### src/rtl/nef_pkg.sv
package nef_pkg;

    localparam int unsigned NIB_W = 4;

    typedef struct packed {
        logic [NIB_W-1:0] nib;
        logic             err;
    } nef_entry_t;

    typedef struct packed {
        logic             run;
        logic             corr;
        logic             fault;
        logic [NIB_W-1:0] nib;
        logic             dv;
        logic             err;
    } nef_rd_state_t;

    typedef struct packed {
        logic active;
    } nef_wr_state_t;

endpackage

### src/rtl/nef_stage_chain.sv
module nef_stage_chain
    import nef_pkg::*;
#(
    parameter int unsigned DEPTH = 5,
    localparam int unsigned CW = $clog2(DEPTH + 1)
) (
    input  logic             clk,
    input  logic             rst,
    input  logic             push,
    input  logic             pop,
    input  nef_entry_t       wr_entry,
    output nef_entry_t       head,
    output logic [DEPTH-1:0] occ,
    output logic [CW-1:0]    count
);

    nef_entry_t       ent_q [DEPTH];
    nef_entry_t       ent_d [DEPTH];
    logic [DEPTH-1:0] occ_q;
    logic [DEPTH-1:0] occ_d;
    logic [CW-1:0]    widx;

    // occupancy count from the thermometer of stage flags
    always_comb begin
        count = '0;
        for (int k = 0; k < DEPTH; k++) begin
            count = count + CW'(occ_q[k]);
        end
    end

    // slot that receives the new nibble after an optional shift
    always_comb begin
        widx = pop ? (count - CW'(1)) : count;
    end

    for (genvar i = 0; i < DEPTH; i++) begin : g_stage
        if (i < DEPTH - 1) begin : g_mid
            always_comb begin
                ent_d[i] = ent_q[i];
                occ_d[i] = occ_q[i];
                if (pop) begin
                    ent_d[i] = ent_q[i+1];
                    occ_d[i] = occ_q[i+1];
                end
                if (push && (CW'(i) == widx)) begin
                    ent_d[i] = wr_entry;
                    occ_d[i] = 1'b1;
                end
            end
        end else begin : g_last
            always_comb begin
                ent_d[i] = ent_q[i];
                occ_d[i] = occ_q[i];
                if (pop) begin
                    occ_d[i] = 1'b0;
                end
                if (push && (CW'(i) == widx)) begin
                    ent_d[i] = wr_entry;
                    occ_d[i] = 1'b1;
                end
            end
        end

        always_ff @(posedge clk) begin
            ent_q[i] <= ent_d[i];
        end
    end

    always_ff @(posedge clk) begin
        if (rst) begin
            occ_q <= '0;
        end else begin
            occ_q <= occ_d;
        end
    end

    assign head = ent_q[0];
    assign occ  = occ_q;

endmodule

### src/rtl/nef_write_side.sv
module nef_write_side
    import nef_pkg::*;
(
    input  logic clk,
    input  logic rst,
    input  logic in_en,
    input  logic in_dv,
    input  logic full,
    input  logic pop,
    output logic push,
    output logic ovf_evt,
    output logic in_active
);

    nef_wr_state_t st_q;
    nef_wr_state_t st_d;
    logic          arrive;

    always_comb begin
        st_d    = st_q;
        arrive  = in_en && in_dv;
        push    = arrive && (!full || pop);
        ovf_evt = arrive && full && !pop;
        if (in_en) begin
            st_d.active = in_dv;
        end
    end

    always_ff @(posedge clk) begin
        if (rst) begin
            st_q <= '0;
        end else begin
            st_q <= st_d;
        end
    end

    assign in_active = st_q.active;

endmodule

### src/rtl/nef_read_ctrl.sv
module nef_read_ctrl
    import nef_pkg::*;
#(
    parameter int unsigned DEPTH     = 5,
    parameter int unsigned WATERMARK = 3,
    localparam int unsigned CW = $clog2(DEPTH + 1)
) (
    input  logic             clk,
    input  logic             rst,
    input  logic             out_en,
    input  logic [CW-1:0]    count,
    input  nef_entry_t       head,
    input  logic             in_active,
    input  logic             ovf_evt,
    output logic             pop,
    output logic [NIB_W-1:0] out_nib,
    output logic             out_dv,
    output logic             out_err,
    output logic             fault_seen
);

    localparam logic [CW-1:0] WM = CW'(WATERMARK);

    nef_rd_state_t st_q;
    nef_rd_state_t st_d;
    logic          uflow;
    logic          fin;

    always_comb begin
        st_d  = st_q;
        pop   = 1'b0;
        uflow = 1'b0;
        fin   = 1'b0;
        if (out_en) begin
            if (!st_q.run) begin
                if (count >= WM) begin
                    st_d.run = 1'b1;
                    pop      = 1'b1;
                end else begin
                    st_d.nib = '0;
                    st_d.dv  = 1'b0;
                    st_d.err = 1'b0;
                end
            end else if (count != '0) begin
                pop = 1'b1;
            end else if (in_active) begin
                uflow = 1'b1;
            end else begin
                fin = 1'b1;
            end
        end
        if (pop) begin
            st_d.nib = head.nib;
            st_d.dv  = 1'b1;
            st_d.err = head.err | st_q.corr;
        end
        if (uflow) begin
            st_d.nib = '0;
            st_d.dv  = 1'b1;
            st_d.err = 1'b1;
        end
        if (fin) begin
            st_d.run = 1'b0;
            st_d.nib = '0;
            st_d.dv  = 1'b0;
            st_d.err = 1'b0;
        end
        st_d.corr  = (fin ? 1'b0 : (st_q.corr | uflow)) | ovf_evt;
        st_d.fault = st_q.fault | uflow | ovf_evt;
    end

    always_ff @(posedge clk) begin
        if (rst) begin
            st_q <= '0;
        end else begin
            st_q <= st_d;
        end
    end

    assign out_nib    = st_q.nib;
    assign out_dv     = st_q.dv;
    assign out_err    = st_q.err;
    assign fault_seen = st_q.fault;

endmodule

### src/rtl/nibble_elastic_fifo.sv
module nibble_elastic_fifo
    import nef_pkg::*;
#(
    parameter int unsigned DEPTH     = 5,
    parameter int unsigned WATERMARK = 3,
    localparam int unsigned CW = $clog2(DEPTH + 1)
) (
    input  logic             clk,
    input  logic             rst,
    input  logic             in_en,
    input  logic [NIB_W-1:0] in_nib,
    input  logic             in_dv,
    input  logic             in_err,
    input  logic             out_en,
    output logic [NIB_W-1:0] out_nib,
    output logic             out_dv,
    output logic             out_err,
    output logic             fault_seen
);

    nef_entry_t       wr_entry;
    nef_entry_t       head;
    logic [DEPTH-1:0] occ;
    logic [CW-1:0]    count;
    logic             push;
    logic             pop;
    logic             full;
    logic             ovf_evt;
    logic             in_active;

    always_comb begin
        wr_entry.nib = in_nib;
        wr_entry.err = in_err;
        full         = (count == CW'(DEPTH));
    end

    nef_stage_chain #(.DEPTH(DEPTH)) u_chain (
        .clk      (clk),
        .rst      (rst),
        .push     (push),
        .pop      (pop),
        .wr_entry (wr_entry),
        .head     (head),
        .occ      (occ),
        .count    (count)
    );

    nef_write_side u_wr (
        .clk       (clk),
        .rst       (rst),
        .in_en     (in_en),
        .in_dv     (in_dv),
        .full      (full),
        .pop       (pop),
        .push      (push),
        .ovf_evt   (ovf_evt),
        .in_active (in_active)
    );

    nef_read_ctrl #(.DEPTH(DEPTH), .WATERMARK(WATERMARK)) u_rd (
        .clk        (clk),
        .rst        (rst),
        .out_en     (out_en),
        .count      (count),
        .head       (head),
        .in_active  (in_active),
        .ovf_evt    (ovf_evt),
        .pop        (pop),
        .out_nib    (out_nib),
        .out_dv     (out_dv),
        .out_err    (out_err),
        .fault_seen (fault_seen)
    );

endmodule

### config.mk
export PLATFORM = sky130hd
export DESIGN_NAME = nibble_elastic_fifo
export DESIGN_NICKNAME = d
export VERILOG_FILES = /design/src/rtl/nef_pkg.sv /design/src/rtl/nef_stage_chain.sv /design/src/rtl/nef_write_side.sv /design/src/rtl/nef_read_ctrl.sv /design/src/rtl/nibble_elastic_fifo.sv
export SDC_FILE = /design/constraint.sdc
export NUM_CORES = 1
export LEC_CHECK = 0
export ABC_AREA = 1
export CAP_MARGIN = 20
export CELL_PAD_IN_SITES_DETAIL_PLACEMENT = 0
export CELL_PAD_IN_SITES_GLOBAL_PLACEMENT = 1
export CORE_MARGIN = 1.5
export CORE_UTILIZATION = 42
export CTS_CLUSTER_SIZE = 16
export DETAILED_ROUTE_END_ITERATION = 10
export GPL_ROUTABILITY_DRIVEN = 0
export PLACE_DENSITY = 0.81
export SKIP_CTS_REPAIR_TIMING = 1
export SLEW_MARGIN = 20
export SYNTH_ARGS = -nofsm -noshare
export SYNTH_HDL_FRONTEND = slang
export SYNTH_SLANG_ARGS = --single-unit
### constraint.sdc
create_clock -name clk -period 4.84 [get_ports clk]
set_clock_uncertainty 0.2 [all_clocks]
set_input_delay 0.484 -clock clk [delete_from_list [all_inputs] [get_ports clk]]
set_output_delay 0.484 -clock clk [all_outputs]
set_load 0.1 [all_outputs]
Word level (Yosys, flattened, before mapping)

Memories as Yosys holds them, arrays and structs flattened.
Index checks and enable logic that the tools add are counted.
W data, S select, Z words.

Order comparisons: 1
Add/sub/neg operators: 5
Reduce and logical (&&, ||, !) cells: 25
Equality and inequality tests: 9
Multiplexer cells: 39
Bitwise operators: 5

Operator list:

| cell                  | count |
|---|---|
| $mux W5               | 9 |
| $mux W1               | 24 |
| $mux W6               | 4 |
| $reduce_bool A2 Y1    | 6 |
| $add A3 B1 Y3         | 3 |
| $logic_and A1 B1 Y1   | 9 |
| $eq A2 B3 Y1 const A  | 2 |
| $reduce_and A3 Y1     | 2 |
| $reduce_bool A3 Y1    | 2 |
| $or A1 B1 Y1          | 5 |
| $ne A2 B2 Y1 const B  | 2 |
| $eq A1 B3 Y1 const A  | 1 |
| $eq A3 B3 Y1 const A  | 1 |
| $eq A3 B3 Y1 const B  | 1 |
| $ge A3 B2 Y1 const B  | 1 |
| $logic_not A3 Y1      | 1 |
| $mux W3               | 1 |
| $ne A3 B2 Y1 const B  | 1 |
| $ne A3 B3 Y1 const B  | 1 |
| $reduce_or A3 Y1      | 1 |
| $sub A3 B1 Y3 const B | 1 |
| $add A1 B1 Y2         | 1 |
| $logic_not A1 Y1      | 2 |
| $mux W2               | 1 |
| 2 further kinds       | 2 |

Bits in writable memories: 25
Output and inout bits: 7
Memories kept: 1
Flip-flop bits (word level): 15

Memory list:

| memory        | words | bits a word | read ports | clocked after Yosys merged registers in | wr ports | line                  | source |
|---|---|---|---|---|---|---|---|
| u_chain.ent_q | 5     | 5           | 5          | 0                                       | 5        | nef_stage_chain.sv:17 | `nef_entry_t ent_q [DEPTH];` |

Depth between registers and ports, before layout

Gate-level depths: netlist (run 1).

Depth after elaboration: 12
Mapped depth: 19
Mapped depth without buffers: 19

Modules after synthesis

A second synthesis (run 1) with hierarchy kept.

Cells, all modules: 217
Area, all modules: 1993.2 µm²

By module, submodules not included:

| module              | cells an instance | instances | seq. area each (µm²) | area each (µm²) |
|---|---|---|---|---|
| nef_stage_chain     | 146               | 1         | 850.8                | 1462.7 |
| nef_read_ctrl       | 60                | 1         | 180.2                | 456.7 |
| nef_write_side      | 9                 | 1         | 20.0                 | 63.8 |
| nibble_elastic_fifo | 2                 | 1         | 0.0                  | 10.0 |

Worst setup path before layout (run 1)

Ideal clock, no wire load.

Kind: register to register
From: register u_chain.occ[1] (netlist name)
To: memory u_chain.ent_q[0][0] (netlist name) (enable)
Path slack: 1.187 ns
Cell stages (with the launch flop): 19
Required time: 4.327 ns
Buffers on the path: 0
Arrival time: 3.140 ns
Period minus slack after synthesis: 3.653 ns
Cell sequence: dfxtp_1 -> ha_1 -> inv_1 -> fa_1 -> inv_1 -> ha_1 -> fa_1 -> inv_1 -> ha_1 -> ha_1 -> nand2_2 -> nand2_4 -> inv_4 -> nand2_4 -> nand2_1 -> nand2_2 -> nor2_2 -> nand2_2 -> nand2_1

RTL lines:

| what             | line |
|---|---|
| end: declaration | nef_stage_chain.sv:17 |

==> flow_metrics.env, run 1 <==
export IMPL_endpoint_kind="flip-flop"
export IMPL_die_width_um=73.7
export IMPL_grt_pass1_wl_mm=6.40
export IMPL_fin_crit_ps=4090
export IMPL_avgViaCountPerCell=4.77
export IMPL_finalSetupTns_ps=0
export IMPL_final_cells=308
export IMPL_wl_mm=3.77
export IMPL_regArea_um2=1050
export IMPL_track_usage_pct=16.0
export IMPL_clock_fmax_ghz=0.245
export IMPL_path_buf_inv=3
export IMPL_synth_area_top_cells="edfxtp_1 36%, dfxtp_1 14%, nand2_1 13%"
export IMPL_num_vias=1469
export IMPL_die_y_um=73.7
export IMPL_relSlewSlack_pct=34.7
export IMPL_wl_per_cell_um=12.2
export IMPL_synth_top_cell_by_area="edfxtp_1"
export IMPL_worstSetupStartpointType="flip-flop"
export IMPL_ys_types=26
export IMPL_dr_pass1_iters=4
export IMPL_grt_pass1_vias=1389
export IMPL_finalCritPeriodShare_pct=84.4
export IMPL_avgSynthCellArea_um2=9.34
export IMPL_start_util_pct=43.9
export IMPL_cts_buffers=5
export IMPL_rsz0062_at_grt="false"
export IMPL_netlist_area_um2=2100
export IMPL_num_rows=25
export IMPL_synth_cells=225
export IMPL_arrival_ps=3880
export IMPL_hold_viol_final=0
export IMPL_multi_input_area_um2=896
export IMPL_cp_top_family="adder cells"
export IMPL_placed_cells=300
export IMPL_core_area_um2=4790
export IMPL_yosys_area_top_type_share_pct=35.7
export IMPL_power_uw=1860
export IMPL_cts_root_buffer="clkbuf_8"
export IMPL_hpwl_mm=2.93
export IMPL_clk_pin_slew_worst_paths_ps=80
export IMPL_grt_overflow=0
export IMPL_seq_area_frac_synth_pct=50.0
export IMPL_crit_required_ps=4640
export IMPL_status="finished clean"
export IMPL_max_cap_violations=0
export IMPL_htree_levels=2
export IMPL_cp_cell_sequence="ha_1, inv_1, fa_1, inv_1, ha_1, fa_1, inv_1, ha_1, ha_1, nand2_2, nand2_4, nand2_1, nand2_2, nor2_4, nand2_2, nand2_1"
export IMPL_ys_ff_latch=40
export IMPL_power_per_cell_area_nw_per_um2=780
export IMPL_layout_commonest_cell="nand2_1"
export IMPL_fillerInstances=462
export IMPL_synth_warnings=0
export IMPL_finalSetupViolCount=0
export IMPL_drt_iter0_markers=44
export IMPL_slew_viol_final=0
export IMPL_stdcell_area_um2=2380
export IMPL_nets=258
export IMPL_dieArea_um2=5440
export IMPL_hold_class="flip-flop to flip-flop"
export IMPL_clk_latency_ps=290
export IMPL_final_layout_size_suffix_gt1_share_pct=13.7
export IMPL_crit_path_max_fanout=20
export IMPL_crit_top_cell="ha_1"
export IMPL_tightest_slew_ps=976
export IMPL_mostFrequentLayoutCells="71 x nand2_1, 25 x edfxtp_1, 21 x nand3_1, 16 x inv_1, 16 x clkdlybuf4s50_1"
export IMPL_tritoncts="yes"
export IMPL_drc=0
export IMPL_cp_slowest_cell="fa_1"
export IMPL_ios=17
export IMPL_cts_sinks=40
export IMPL_place_area_um2=2260
export IMPL_crit_type="flip-flop to flip-flop"
export IMPL_antenna_cells=0
export IMPL_slowest_delay_ps=550
export IMPL_p_leak_uw=0.00104
export IMPL_ir_drop_mv=0.296
export IMPL_syn_to_final_growth_pct=13.3
export IMPL_grt_max_degree=21
export IMPL_cts_buffer_depth=2
export IMPL_antenna_found_initial=0
export IMPL_ant_nets=0
export IMPL_port_buffers=16
export IMPL_synth_fp_nets=243
export IMPL_fin_hold_ws_ps=268
[stage by stage]
step                utilization (%)  setup WS, ps
global placement               47.2           887
detailed placement             47.2           759
floorplan                         -          1190
CTS                            49.8           740
finish                         49.8           754
global route                   49.8           454
[synthesized netlist by cell type]
| master | instances |
|---|---|
| clkbuf_1 | 1 |
| inv_4 | 1 |
| nand2_1 | 71 |
| ha_1 | 6 |
| nand3_2 | 2 |
| o21ai_0 | 5 |
| nand3b_1 | 1 |
| nand2_2 | 8 |
| buf_6 | 1 |
| nor2_8 | 3 |
| inv_2 | 1 |
| nand4_1 | 2 |
| nor2_4 | 2 |
| nand3_1 | 21 |
| fa_1 | 2 |
| buf_12 | 2 |
| nor2_1 | 12 |
| nor3_1 | 1 |
| edfxtp_1 | 25 |
| buf_4 | 4 |
| inv_1 | 16 |
| or2_0 | 1 |
| dfxtp_1 | 15 |
| nor2_2 | 1 |
| a21oi_1 | 14 |
| nand2_4 | 7 |
[kinds of logic after synthesis]
kind of cell,synth area share [%]
adders and majority gates,5.48
AOI/OAI and AO/OA,4.52
DFF,50.0
buffers and inverters,7.38
and+or+nand+nor,32.6
[final timing paths]
path | start | end | slack [ps] | depth (start not counted)
min | u_rd.out_nib[0] | u_rd.out_nib[0] | 270 | 2
max | u_chain.occ[1] | u_chain.ent_q[0][1] | 750 | 16
min reg2reg | u_rd.out_nib[0] | u_rd.out_nib[0] | 270 | 2
max reg2reg | u_chain.occ[1] | u_chain.ent_q[0][1] | 750 | 16
[worst min-delay path, stage by stage, from the launching register on]
cell and delay (ps):
dfxtp_1 320, nand2_1 60, a21oi_1 50
[layer usage]
layer | routed length (µm) | part of all wire, % | GRT usage (%)
met3 | 127 | 3.4 | 3.29
met5 | 0 | 0 | 0
met2 | 1900 | 51 | 27.5
met4 | 69 | 1.8 | 6.79
met1 | 1670 | 44 | 19.2
[registers in the layout (all words and copies together), names as in the netlist]
name,cells
u_rd.out_nib,4
u_chain.ent_q,25
u_rd.st_q,2
u_wr.in_active,1
u_rd.fault_seen,1
u_rd.out_dv,1
u_chain.occ,5
u_rd.out_err,1
[area by class of cell]
class	instances	share of cell area, %
timing repair buffer	16	6.72
inverter	18	2.94
sequential	40	44.1
tap	67	3.52
multi-input combinational	159	37.6
clock buffer	6	3.47
clock inverter	2	1.63
[power breakdown]
| group | switching (µW) | total [µW] | internal [µW] |
|---|---|---|---|
| logic | 705 | 1020 | 315 |
| registers | 32.2 | 549 | 517 |
| clock network | 120 | 288 | 169 |
| total | 857 | 1860 | 1000 |
Note: power is estimated with default switching activity, not from simulation.
==> inputs of run 2 (changes only) <==
Settings changed: CORE_UTILIZATION 42 to 40.
Clock period 4.84 ns to 3.5 ns, I/O delays scaled along.
==> flow_metrics.env, run 2 (synthesis results as in run 1) <==
export IMPL_finalCritPeriodShare_pct=104
export IMPL_dieArea_um2=5700
export IMPL_clock_fmax_ghz=0.275
export IMPL_ios=17
export IMPL_fin_crit_ps=3640
export IMPL_crit_type="flip-flop to flip-flop"
export IMPL_min_from="u_rd.out_nib[3]"
export IMPL_drt_iter0_markers=79
export IMPL_tritoncts="yes"
export IMPL_cp_slowest_cell="fa_1"
export IMPL_final_cells=335
export IMPL_placed_cells=321
export IMPL_cp_cell_sequence="ha_4, inv_2, fa_1, inv_1, ha_2, fa_1, inv_2, ha_4, ha_4, nand2_4, nand2_4, inv_6, buf_6, nand3_2, nand2_8, nor2_8, buf_6, nand3_2, nand2_1"
export IMPL_antenna_cells=0
export IMPL_clk_latency_ps=290
export IMPL_wl_per_cell_um=12.5
export IMPL_dr_pass1_iters=4
export IMPL_syn_to_final_growth_pct=36.5
export IMPL_cts_root_buffer="clkbuf_8"
export IMPL_rsz0062_at_grt="true"
export IMPL_crit_path_max_fanout=5
export IMPL_grt_max_degree=13
export IMPL_drc=0
export IMPL_r2r_end="u_chain.ent_q[0][7]"
export IMPL_num_rows=26
export IMPL_r2r_start="u_chain.occ[0]"
export IMPL_mostFrequentLayoutCells="55 x nand2_1, 25 x edfxtp_1, 17 x nand3_1"
export IMPL_cts_sinks=40
export IMPL_crit_required_ps=3350
export IMPL_largest_reg_flops=25
export IMPL_largest_register="u_chain.ent_q"
export IMPL_core_area_um2=5070
export IMPL_layout_commonest_cell="nand2_1"
export IMPL_crit_top_cell="ha_4"
export IMPL_grt_pass1_vias=1524
export IMPL_relSlewSlack_pct=35.3
export IMPL_htree_levels=2
export IMPL_final_layout_size_suffix_gt1_share_pct=34.0
export IMPL_worstSetupStartpointType="flip-flop"
export IMPL_start_util_pct=41.4
export IMPL_avgViaCountPerCell=4.77
export IMPL_arrival_ps=3490
export IMPL_tightest_slew_ps=968
export IMPL_hpwl_mm=3.09
export IMPL_wl_mm=4.19
export IMPL_whs_endpoint="u_rd.out_nib[3]"
export IMPL_hold_viol_final=0
export IMPL_antenna_found_initial=0
export IMPL_hold_class="flip-flop to flip-flop"
export IMPL_num_vias=1599
export IMPL_status="finished, violations left"
export IMPL_slew_viol_final=0
export IMPL_reg2reg_slack_ps=-140
export IMPL_cts_buffers=5
export IMPL_nets=282
export IMPL_reg2reg_depth=19
export IMPL_grt_overflow=0
export IMPL_slowest_delay_ps=600
export IMPL_die_y_um=75.5
export IMPL_hold_depth=2
export IMPL_fillerInstances=452
export IMPL_violations="setup timing"
export IMPL_die_width_um=75.5
export IMPL_port_buffers=16
export IMPL_fin_hold_ws_ps=263
export IMPL_ant_nets=0
export IMPL_track_usage_pct=15.9
export IMPL_grt_pass1_wl_mm=6.72
export IMPL_max_cap_violations=0
export IMPL_setup_slack_ps=-139
export IMPL_finalSetupViolCount=49
export IMPL_endpoint_kind="flip-flop"
export IMPL_cts_buffer_depth=2
export IMPL_clk_pin_slew_worst_paths_ps=80
run 2: cell count changes in the layout (fill, tap and decap cells not counted), sizes merged:
cell,delta
buf,+24
run 2: area by class of cell:
class	count	area, µm²	share of cell area [%]
clock buffers	6	72.6	2.53
multi-input cells	159	1140	39.6
inverters	18	77.6	2.70
flip-flops and latches	40	1050	36.7
clock inverters	2	35.0	1.22
well taps	70	87.6	3.05
repair buffers	40	405	14.1
run 2: metal layers:
| layer | GRT usage [%] | wire length (µm) | vias up | part of all wire (%) |
|---|---|---|---|---|
| li1 | - | - | 815 | - |
| met1 | 19.7 | 1830 | 757 | 44 |
| met2 | 27.7 | 2220 | 25 | 53 |
| met3 | 3.57 | 123 | 2 | 2.9 |
| met4 | 5.16 | 12 | 0 | 0.29 |
| met5 | 0 | 0 | - | 0 |
run 2: how the worst max path moves through the flow:
stage	slack, ps	endpoint	depth (start not counted)	from
after floorplan	-60	u_chain.ent_q[0][10]	18	u_chain.occ[1]
after detailed placement	-90	u_chain.ent_q[0][2]	16	u_chain.occ[0]
after global routing	-270	u_chain.ent_q[0][16]	18	u_chain.occ[0]
final	-140	u_chain.ent_q[0][7]	19	u_chain.occ[0]
after CTS	-100	u_chain.ent_q[0][2]	16	u_chain.occ[0]
after global placement	-60	u_chain.ent_q[0][7]	16	u_chain.occ[1]
run 2: critical path: cells and delay by family, from the launching register on:
kind,cells,cell delay (ps)
fa+ha+maj,6,1820
buf+inv,6,470
flops,1,340
simple gates,7,580
run 2: through the flow:
stage / cell area (µm²) / setup WS, ps / util (%) / setup TNS [ps]
2_1_floorplan: 2210 / -56.1 / - / -1020
3_3_place_gp: 2550 / -57.9 / 50.3 / -1660
3_5_place_dp: 2550 / -88.0 / 50.3 / -3050
4_1_cts: 2660 / -97.7 / 52.5 / -3740
5_1_grt: 2870 / -269 / 56.5 / -12690
6_report: 2870 / -139 / 56.5 / -5050
Power of run 2 is left out: the tool's default activity adds up to more than one toggle a clock period on the data nets, which glitch-free logic cannot reach.
==> inputs of run 3 (changes only) <==
Settings changed: SKIP_CTS_REPAIR_TIMING 1 to unset.
==> flow_metrics.env, run 3 (synthesis results as in run 1) <==
export IMPL_finalSetupTns_ps=-4630
export IMPL_cp_cell_sequence="ha_4, inv_2, fa_1, inv_1, ha_2, fa_1, buf_6, ha_4, nor2_4, nand3_4, buf_4, nand3_4, nand2_8, nor2_8, nand2_8, nand2_8"
export IMPL_clock_fmax_ghz=0.276
export IMPL_violations="setup timing"
export IMPL_grt_pass1_vias=1604
export IMPL_num_vias=1629
export IMPL_ant_nets=0
export IMPL_rsz0062_at_grt="true"
export IMPL_mostFrequentLayoutCells="47 x nand2_1, 25 x edfxtp_1, 21 x buf_4"
export IMPL_worstSetupStartpointType="flip-flop"
export IMPL_clk_latency_ps=290
export IMPL_final_layout_size_suffix_gt1_share_pct=41.0
export IMPL_routed_top_layer="met4"
export IMPL_slew_viol_final=0
export IMPL_antenna_cells=0
export IMPL_tightest_slew_ps=968
export IMPL_tritoncts="yes"
export IMPL_largest_register="u_chain.ent_q"
export IMPL_cp_slowest_cell="fa_1"
export IMPL_hold_buffers=0
export IMPL_crit_top_cell="nand2_8"
export IMPL_die_y_um=75.5
export IMPL_start_util_pct=41.4
export IMPL_wl_mm=4.55
export IMPL_grt_pass1_wl_mm=7.16
export IMPL_antenna_found_initial=0
export IMPL_dieArea_um2=5700
export IMPL_wl_met2_mm=2.39
export IMPL_crit_path_max_fanout=7
export IMPL_stdcell_area_um2=3070
export IMPL_port_buffers=16
export IMPL_drt_iter0_markers=75
export IMPL_setup_slack_ps=-128
export IMPL_grt_overflow=0
export IMPL_crit_type="flip-flop to flip-flop"
export IMPL_crit_required_ps=3310
export IMPL_core_area_um2=5070
export IMPL_status="finished, violations left"
export IMPL_wl_per_cell_um=13.3
export IMPL_dr_pass1_iters=4
export IMPL_fillerInstances=434
export IMPL_slowest_delay_ps=490
export IMPL_drc=0
export IMPL_cts_sinks=40
export IMPL_grt_max_degree=13
export IMPL_layout_commonest_cell="nand2_1"
export IMPL_ios=17
export IMPL_syn_to_final_growth_pct=46.2
export IMPL_nets=290
export IMPL_place_area_um2=2550
export IMPL_num_rows=26
export IMPL_finalCritPeriodShare_pct=104
export IMPL_max_cap_violations=0
export IMPL_met3_length_um=141
export IMPL_fin_crit_ps=3630
export IMPL_hold_class="flip-flop to flip-flop"
export IMPL_finalSetupViolCount=50
export IMPL_hold_viol_final=0
export IMPL_clk_pin_slew_worst_paths_ps=80
export IMPL_track_usage_pct=17.1
export IMPL_die_width_um=75.5
export IMPL_endpoint_kind="flip-flop"
export IMPL_met1Wirelength_mm=1.97
export IMPL_cts_buffers=5
export IMPL_arrival_ps=3440
export IMPL_dp_slack_ps=-88.0
export IMPL_cts_buffer_depth=2
export IMPL_hpwl_mm=3.09
export IMPL_relSlewSlack_pct=35.3
export IMPL_fin_hold_ws_ps=263
export IMPL_largest_reg_flops=25
export IMPL_avgViaCountPerCell=4.75
export IMPL_htree_levels=2
export IMPL_cts_root_buffer="clkbuf_8"
-- run 3: cell types whose count changed in the layout (fill, tap and decap cells not counted), sizes merged --
cell  before  now
buf       24   32
-- run 3: layer usage --
metal	up-vias	GRT usage (%)
met4	0	5.56
met5	-	0
li1	827	-
met2	31	30.5
met1	765	20.6
met3	6	3.57
-- run 3: through the flow --
stage | util [%] | cells
final | 60.6 | 343
after global routing | 60.6 | 343
after CTS | 57.0 | 333
after detailed placement | 50.3 | 321
after global placement | 50.3 | 321
after floorplan | - | 225
-- run 3: area by class of cell --
cell class	count	area, µm²	area share, %
Clock buffer	6	72.6	2.36
Clock inverter	2	35.0	1.14
Inverter	18	80.1	2.61
Multi-Input combinational cell	159	1270	41.2
Sequential cell	40	1050	34.3
Tap cell	70	87.6	2.85
Timing Repair Buffer	48	477	15.5
-- run 3: repair_timing --
item                       in CTS  in global routing
setup buffers                   5                 11
pin swaps                      20                 11
resized for setup              40                 28
setup endpoints to repair      48                 55
-- run 3: critical path, delay by kind of cell (launching register included) --
family / cells / cell delay, ps
fa+ha+maj: 5 / 1550
simple gates: 7 / 830
buf+inv: 4 / 420
flops: 1 / 340
-- run 3: path summary, 6_finish.rpt --
| kind | startpoint | to | slack [ps] | depth (start not counted) |
|---|---|---|---|---|
| min | u_rd.out_nib[2] | u_rd.out_nib[2] | 260 | 2 |
| max | u_chain.occ[0] | u_chain.ent_q[0][8] | -130 | 16 |
| max reg2reg | u_chain.occ[0] | u_chain.ent_q[0][8] | -130 | 16 |
| min reg2reg | u_rd.out_nib[2] | u_rd.out_nib[2] | 260 | 2 |
Power of run 3 is left out for the same reason.
